--- src/rtl/tsr_pkg.sv ---
package tsr_pkg;
  localparam int DATA_W = 8;
  localparam int ADDR_W = 8;
  localparam int EVT_W  = 7;

  localparam logic [ADDR_W-1:0] A_INT_HI = 8'h00;
  localparam logic [ADDR_W-1:0] A_EXT_HI = 8'h01;
  localparam logic [ADDR_W-1:0] A_STAT   = 8'h02;
  localparam logic [ADDR_W-1:0] A_EXT_LO = 8'h10;
  localparam logic [ADDR_W-1:0] A_INT_LO = 8'h29;
  localparam logic [ADDR_W-1:0] A_PROD   = 8'hFD;
  localparam logic [ADDR_W-1:0] A_MFR    = 8'hFE;
  localparam logic [ADDR_W-1:0] A_REV    = 8'hFF;

  localparam logic [DATA_W-1:0] V_PROD = 8'h20;
  localparam logic [DATA_W-1:0] V_MFR  = 8'h5D;
  localparam logic [DATA_W-1:0] V_REV  = 8'h04;

  // sticky status masks (bit 6..2 feed alert, 1..0 feed therm)
  localparam logic [EVT_W-1:0] ALERT_MASK = 7'b111_1100;
  localparam logic [EVT_W-1:0] THERM_MASK = 7'b000_0011;

  function automatic logic [ADDR_W-1:0] hi_addr(input int ch);
    return (ch == 0) ? A_INT_HI : A_EXT_HI;
  endfunction

  function automatic logic [ADDR_W-1:0] lo_addr(input int ch);
    return (ch == 0) ? A_INT_LO : A_EXT_LO;
  endfunction
endpackage

--- src/rtl/tsr_rst_sync.sv ---
module tsr_rst_sync #(
  parameter int STAGES = 2
) (
  input  logic clk,
  input  logic rst_n,
  output logic rst_sync_n
);
  logic [STAGES-1:0] sync_q;

  always_ff @(posedge clk or negedge rst_n) begin
    if (!rst_n) sync_q <= '0;
    else        sync_q <= {sync_q[STAGES-2:0], 1'b1};
  end

  assign rst_sync_n = sync_q[STAGES-1];
endmodule

--- src/rtl/tsr_channel.sv ---
module tsr_channel #(
  parameter int TEMP_W = 11,
  parameter int FRAC_W = 3,
  parameter int DATA_W = 8
) (
  input  logic              clk,
  input  logic              rst_n,
  input  logic              upd_en,
  input  logic [TEMP_W-1:0] temp_in,
  input  logic              hi_rd,
  output logic [DATA_W-1:0] hi_byte,
  output logic [DATA_W-1:0] lo_shadow
);
  localparam int INT_W = TEMP_W - FRAC_W;
  localparam int PAD_W = DATA_W - FRAC_W;

  logic [TEMP_W-1:0] live_q, live_d;
  logic [FRAC_W-1:0] shd_q, shd_d;

  always_comb begin
    live_d = live_q;
    if (upd_en) live_d = temp_in;
  end

  always_comb begin
    shd_d = shd_q;
    if (hi_rd) shd_d = live_q[FRAC_W-1:0];
  end

  always_ff @(posedge clk or negedge rst_n) begin
    if (!rst_n) begin
      live_q <= '0;
      shd_q  <= '0;
    end else begin
      live_q <= live_d;
      shd_q  <= shd_d;
    end
  end

  assign hi_byte   = DATA_W'(live_q[TEMP_W-1:FRAC_W]);
  assign lo_shadow = {shd_q, {PAD_W{1'b0}}};

  if (INT_W != DATA_W) begin : g_bad_width
    initial $error("integer part width must equal byte width");
  end
endmodule

--- src/rtl/tsr_status.sv ---
module tsr_status
  import tsr_pkg::*;
(
  input  logic              clk,
  input  logic              rst_n,
  input  logic              upd_en,
  input  logic [EVT_W-1:0]  evt_in,
  input  logic              clr_rd,
  input  logic              busy_in,
  output logic [DATA_W-1:0] stat_byte,
  output logic              alert_o,
  output logic              therm_o
);
  logic [EVT_W-1:0] sticky_q, sticky_d, set_v, keep_v;

  always_comb begin
    keep_v   = clr_rd ? '0 : sticky_q;
    set_v    = upd_en ? evt_in : '0;
    sticky_d = keep_v | set_v;
  end

  always_ff @(posedge clk or negedge rst_n) begin
    if (!rst_n) sticky_q <= '0;
    else        sticky_q <= sticky_d;
  end

  assign stat_byte = {busy_in, sticky_q};
  assign alert_o   = |(sticky_q & ALERT_MASK);
  assign therm_o   = |(sticky_q & THERM_MASK);
endmodule

--- src/rtl/tsr_rdport.sv ---
module tsr_rdport
  import tsr_pkg::*;
#(
  parameter int NUM_CH = 2
) (
  input  logic              clk,
  input  logic              rst_n,
  input  logic              rd_en,
  input  logic [ADDR_W-1:0] rd_addr,
  input  logic [DATA_W-1:0] hi_byte [NUM_CH],
  input  logic [DATA_W-1:0] lo_byte [NUM_CH],
  input  logic [DATA_W-1:0] stat_byte,
  output logic [NUM_CH-1:0] hi_rd,
  output logic              stat_rd,
  output logic [DATA_W-1:0] rd_data
);
  logic [DATA_W-1:0] sel_v, rdata_d, rdata_q;

  always_comb begin
    sel_v = '0;
    unique case (rd_addr)
      A_STAT:  sel_v = stat_byte;
      A_PROD:  sel_v = V_PROD;
      A_MFR:   sel_v = V_MFR;
      A_REV:   sel_v = V_REV;
      default: sel_v = '0;
    endcase
    for (int c = 0; c < NUM_CH; c++) begin
      if (rd_addr == hi_addr(c)) sel_v = hi_byte[c];
      if (rd_addr == lo_addr(c)) sel_v = lo_byte[c];
    end
  end

  for (genvar c = 0; c < NUM_CH; c++) begin : g_hird
    assign hi_rd[c] = rd_en && (rd_addr == hi_addr(c));
  end
  assign stat_rd = rd_en && (rd_addr == A_STAT);

  always_comb begin
    rdata_d = rdata_q;
    if (rd_en) rdata_d = sel_v;
  end

  always_ff @(posedge clk or negedge rst_n) begin
    if (!rst_n) rdata_q <= '0;
    else        rdata_q <= rdata_d;
  end

  assign rd_data = rdata_q;
endmodule

--- src/rtl/tsr_bank.sv ---
module tsr_bank
  import tsr_pkg::*;
#(
  parameter int TEMP_W = 11,
  parameter int FRAC_W = 3
) (
  input  logic              clk,
  input  logic              rst_n,
  input  logic              rd_en,
  input  logic [ADDR_W-1:0] rd_addr,
  output logic [DATA_W-1:0] rd_data,
  input  logic              upd_en,
  input  logic [TEMP_W-1:0] int_temp,
  input  logic [TEMP_W-1:0] ext_temp,
  input  logic [EVT_W-1:0]  evt_flags,
  input  logic              busy_in,
  output logic              alert_o,
  output logic              therm_o
);
  localparam int NUM_CH = 2;

  logic              rst_sync_n;
  logic [TEMP_W-1:0] temp_v  [NUM_CH];
  logic [DATA_W-1:0] hi_v    [NUM_CH];
  logic [DATA_W-1:0] lo_v    [NUM_CH];
  logic [NUM_CH-1:0] hi_rd;
  logic              stat_rd;
  logic [DATA_W-1:0] stat_byte;

  assign temp_v[0] = int_temp;
  assign temp_v[1] = ext_temp;

  tsr_rst_sync #(.STAGES(2)) u_rst (
    .clk(clk), .rst_n(rst_n), .rst_sync_n(rst_sync_n)
  );

  for (genvar c = 0; c < NUM_CH; c++) begin : g_ch
    tsr_channel #(.TEMP_W(TEMP_W), .FRAC_W(FRAC_W), .DATA_W(DATA_W)) u_ch (
      .clk      (clk),
      .rst_n    (rst_sync_n),
      .upd_en   (upd_en),
      .temp_in  (temp_v[c]),
      .hi_rd    (hi_rd[c]),
      .hi_byte  (hi_v[c]),
      .lo_shadow(lo_v[c])
    );
  end

  tsr_status u_stat (
    .clk      (clk),
    .rst_n    (rst_sync_n),
    .upd_en   (upd_en),
    .evt_in   (evt_flags),
    .clr_rd   (stat_rd),
    .busy_in  (busy_in),
    .stat_byte(stat_byte),
    .alert_o  (alert_o),
    .therm_o  (therm_o)
  );

  tsr_rdport #(.NUM_CH(NUM_CH)) u_rd (
    .clk      (clk),
    .rst_n    (rst_sync_n),
    .rd_en    (rd_en),
    .rd_addr  (rd_addr),
    .hi_byte  (hi_v),
    .lo_byte  (lo_v),
    .stat_byte(stat_byte),
    .hi_rd    (hi_rd),
    .stat_rd  (stat_rd),
    .rd_data  (rd_data)
  );
endmodule

--- config.mk ---
export PLATFORM = sky130hd
export DESIGN_NAME = tsr_bank
export DESIGN_NICKNAME = d
export VERILOG_FILES = /design/src/rtl/tsr_pkg.sv /design/src/rtl/tsr_rst_sync.sv /design/src/rtl/tsr_channel.sv /design/src/rtl/tsr_status.sv /design/src/rtl/tsr_rdport.sv /design/src/rtl/tsr_bank.sv
export SDC_FILE = /design/constraint.sdc
export NUM_CORES = 1
export LEC_CHECK = 0
export BUFFER_PORTS_ARGS = -buffer_cell sky130_fd_sc_hd__buf_2
export CORE_ASPECT_RATIO = 0.5
export CORE_UTILIZATION = 30
export CTS_CLUSTER_DIAMETER = 150
export CTS_CLUSTER_SIZE = 40
export DETAILED_ROUTE_END_ITERATION = 10
export SLEW_MARGIN = 30
export SYNTH_ARGS = -nofsm -noshare
export SYNTH_HDL_FRONTEND = slang
export SYNTH_SLANG_ARGS = --single-unit
export TNS_END_PERCENT = 100
--- constraint.sdc ---
create_clock -name clk -period 1.9 [get_ports clk]
set_input_delay 0.19 -clock clk [delete_from_list [all_inputs] [get_ports clk]]
set_output_delay 0.19 -clock clk [all_outputs]
set_load 0.1 [all_outputs]
==> reports/qor.yml <==
outcome:
  status: "completed"
grt:
  grtUsageTotal_pct: 13.33
  grt_pass1_wl_um: 7424
  grt_max_degree: 44
  antenna_found_initial: 0
  overflow: 0
  grt_pass1_vias: 1513
critical_path:
  critical_path_peak_fanout: 3
  cp-start-kind: "register"
  worstSetupPathType: "reg2out"
  path_buf_inv: 1
  end_kind: "output pin"
  cp_top_family: "flip-flops"
  path_cells: "nor4_1, nand2_1, buf_2"
  worst_path_max_delay_cell: "dfrtp_1"
  max_stage_delay_ps: 410
  crit_arrival_ps: 1330
  cp_data_required_time_ps: 1710
synth:
  ys_types: 32
  synth_area_per_cell_um2: 11.64
  ys_ff_latch: 45
  yosys_warnings: 0
  ys_seq_area_share_pct: 53.73
  syn_inst: 180
  syn_area_um2: 2096
  syn-num-nets: 222
sta:
  rsz0062_at_grt: "false"
  fmax_ghz: 0.6564
  max_slew_margin_pct: 56.43
  finalSetupViolCount: 0
  hold_viol_final: 0
  tns_ps: 0
  tightest_slew_ps: 653.6
  skew_ps: 3.580
  finalCritPeriodShare_pct: 80.19
  slew_viol_final: 0
  fin_crit_ps: 1524
cts:
  cts_setup_buffers: 0
  clockBufferDepth: 2
  cts_root_buf: "clkbuf_16"
  path_clk_slew_ps: 60
  htreeDepth: 2
  clk_latency_ps: 270
  cts_num_sinks: 45
  cts_buffers: 5
  cts_tree: "done"
routing:
  drt_iter0_markers: 57
  vias: 1549
  drcViolationCount: 0
  drtPass1Iterations: 4
  wl_um: 4613
  wl_per_cell_um: 14.19
  final_antenna_net_count: 0
  vias_per_cell: 4.766
power_and_ir_drop:
  p_leak_uw: 0.001177
  irDropWorstVdd_mv: 0.5644
  p_total_uw: 2350
  p_per_area_nw_per_um2: 898.0
final_layout:
  nNetsFinal: 274
  antennaDiodeCount: 0
  drive_above_1_share_pct: 42.49
  area_growth_pct: 24.84
die:
  dieHeight_um: 61.10
  initial_core_util_pct: 31.16
  die_w_um: 120.2
  core-area_um2: 6726
  die-area_um2: 7344
  rows: 21
  io_pins: 52
min_path:
  hold_path_class: "in2reg"
place:
  dp_hpwl_um: 3460
  io_buffer_count: 51
  place_congestion: 0.8605
run:
  maxCapViolCount: 0
## sequential cells by signal, indices dropped and copies added (netlist names)
signal and cells:
g_ch.u_ch.shd_q 6, u_rst.sync_q 2, u_stat.sticky_q 7, u_rd.rd_data 8, g_ch.u_ch.live_q 22
## per-stage QoR
step	hold WS, ps	utilization [%]	setup slack, ps	area [µm²]	cells
6_report	131.9	38.90	376.5	2616	325
2_1_floorplan	-105.6	-	192.9	2096	180
3_3_place_gp	-25.68	36.18	133.2	2434	316
3_5_place_dp	-23.03	36.18	113.9	2434	316
5_1_grt	133.7	38.90	301.1	2616	325
4_1_cts	134.9	38.90	366.1	2616	325
## area by class of cell
type                       count  area [µm²]
timing repair buffer          55       287.8
tap                           92       115.1
fill                         685        4110
inverter                       6       22.52
multi-input combinational    119       892.1
clock buffer                   7       142.6
clock inverter                 1       30.03
sequential                    45        1126
## power breakdown
part           total, µW  switching [µW]  internal (µW)
Sequential          1060            35.4           1020
Clock                990             334            657
Combinational        300             184            116
## tightest hold or removal path: cells and delay by family
| family | cells | cell delay (ps) |
|---|---|---|
| buffers and inverters | 1 | 70 |
| and+or+nand+nor | 1 | 40 |
| AOI/OAI and AO/OA | 1 | 70 |
## worst paths after layout
kind                            depth (start not counted)                   start                     end  slack, ps
max in group asynchronous                               1         u_rst.sync_q[1]      u_stat.sticky_q[0]       1210
worst min-delay path                                    3             ext_temp[9]  g_ch[1].u_ch.live_q[9]        130
worst max register to register                          5  g_ch[1].u_ch.live_q[9]         u_rd.rd_data[6]        680
min in group asynchronous                               2                   rst_n         u_rst.sync_q[0]        230
worst max-delay path                                    3      u_stat.sticky_q[6]                 alert_o        380
worst min register to register                          1         u_rst.sync_q[1]  g_ch[0].u_ch.live_q[6]        310
## placed cells by master, fill, tap and decap left out, drive strengths merged
cell type | synthesis | layout
inv | 6 | 6
dfrtp | 45 | 45
nor4 | 3 | 3
o21ai | 8 | 8
or2 | 2 | 2
o22ai | 3 | 3
a22oi | 1 | 1
nand2b | 4 | 4
a21oi | 11 | 11
o32a | 1 | 1
a31oi | 7 | 7
or4 | 1 | 1
dlygate4sd3 | 0 | 1
a22o | 9 | 9
nand4b | 1 | 1
nand2 | 12 | 12
nor2 | 12 | 12
nor2b | 3 | 3
and3 | 2 | 2
mux2 | 30 | 30
nor3 | 1 | 1
a211oi | 1 | 1
buf | 4 | 54
mux2i | 2 | 2
conb | 1 | 1
nand3 | 3 | 3
nand4 | 1 | 1
clkbuf | 6 | 7
bufinv | 0 | 1
## repair_timing
action | CTS | global route
gates resized for setup | 0 | 0
hold buffers | 1 | 0
hold endpoints to repair | 2 | 0
## cell families (layout without fill, tap and decap cells)
| logic type | Yosys count | count (layout) | synth area share, % |
|---|---|---|---|
| AO/OA/AOI/OAI | 41 | 41 | 12.48 |
| buffers and inverters | 16 | 69 | 3.701 |
| flip-flops | 45 | 45 | 53.73 |
| multiplexers | 32 | 32 | 17.61 |
| other | 1 | 1 | 0.1789 |
| AND/OR/NAND/NOR | 45 | 45 | 12.30 |
## routing by layer
metal	vias up	track usage [%]	routed length, µm
li1	749	-	-
met1	768	18.02	2294
met2	28	22.17	2101
met3	4	2.870	162
met4	0	3.571	55
met5	-	0	0
## synth_stat cells
cell type,instances,area share [%]
dfrtp_1,45,54
mux2_2,27,15
a21oi_1,11,2.6
nand2_1,11,2.0
nor2_1,10,1.8
a22o_1,9,3.8
o21ai_0,8,1.9
a31oi_1,7,2.1
clkbuf_1,6,1.1
inv_1,6,1.1
nand2b_1,4,1.2
mux2_4,3,2.1
nand3_1,3,0.72
nor2b_1,3,0.90
nor4_1,3,0.90
o22ai_1,3,0.90
buf_2,2,0.48
buf_6,2,1.1
mux2i_1,2,0.96
nor2_4,2,1.1
or2_2,2,0.60
a211oi_1,1,0.36
a22oi_1,1,0.36
and3_1,1,0.30
and3_4,1,0.54
conb_1,1,0.18
nand2_2,1,0.30
nand4_1,1,0.30
nand4b_1,1,0.42
nor3_4,1,0.78
o32a_1,1,0.48
or4_4,1,0.54
Power figures use the tool's default switching activity.
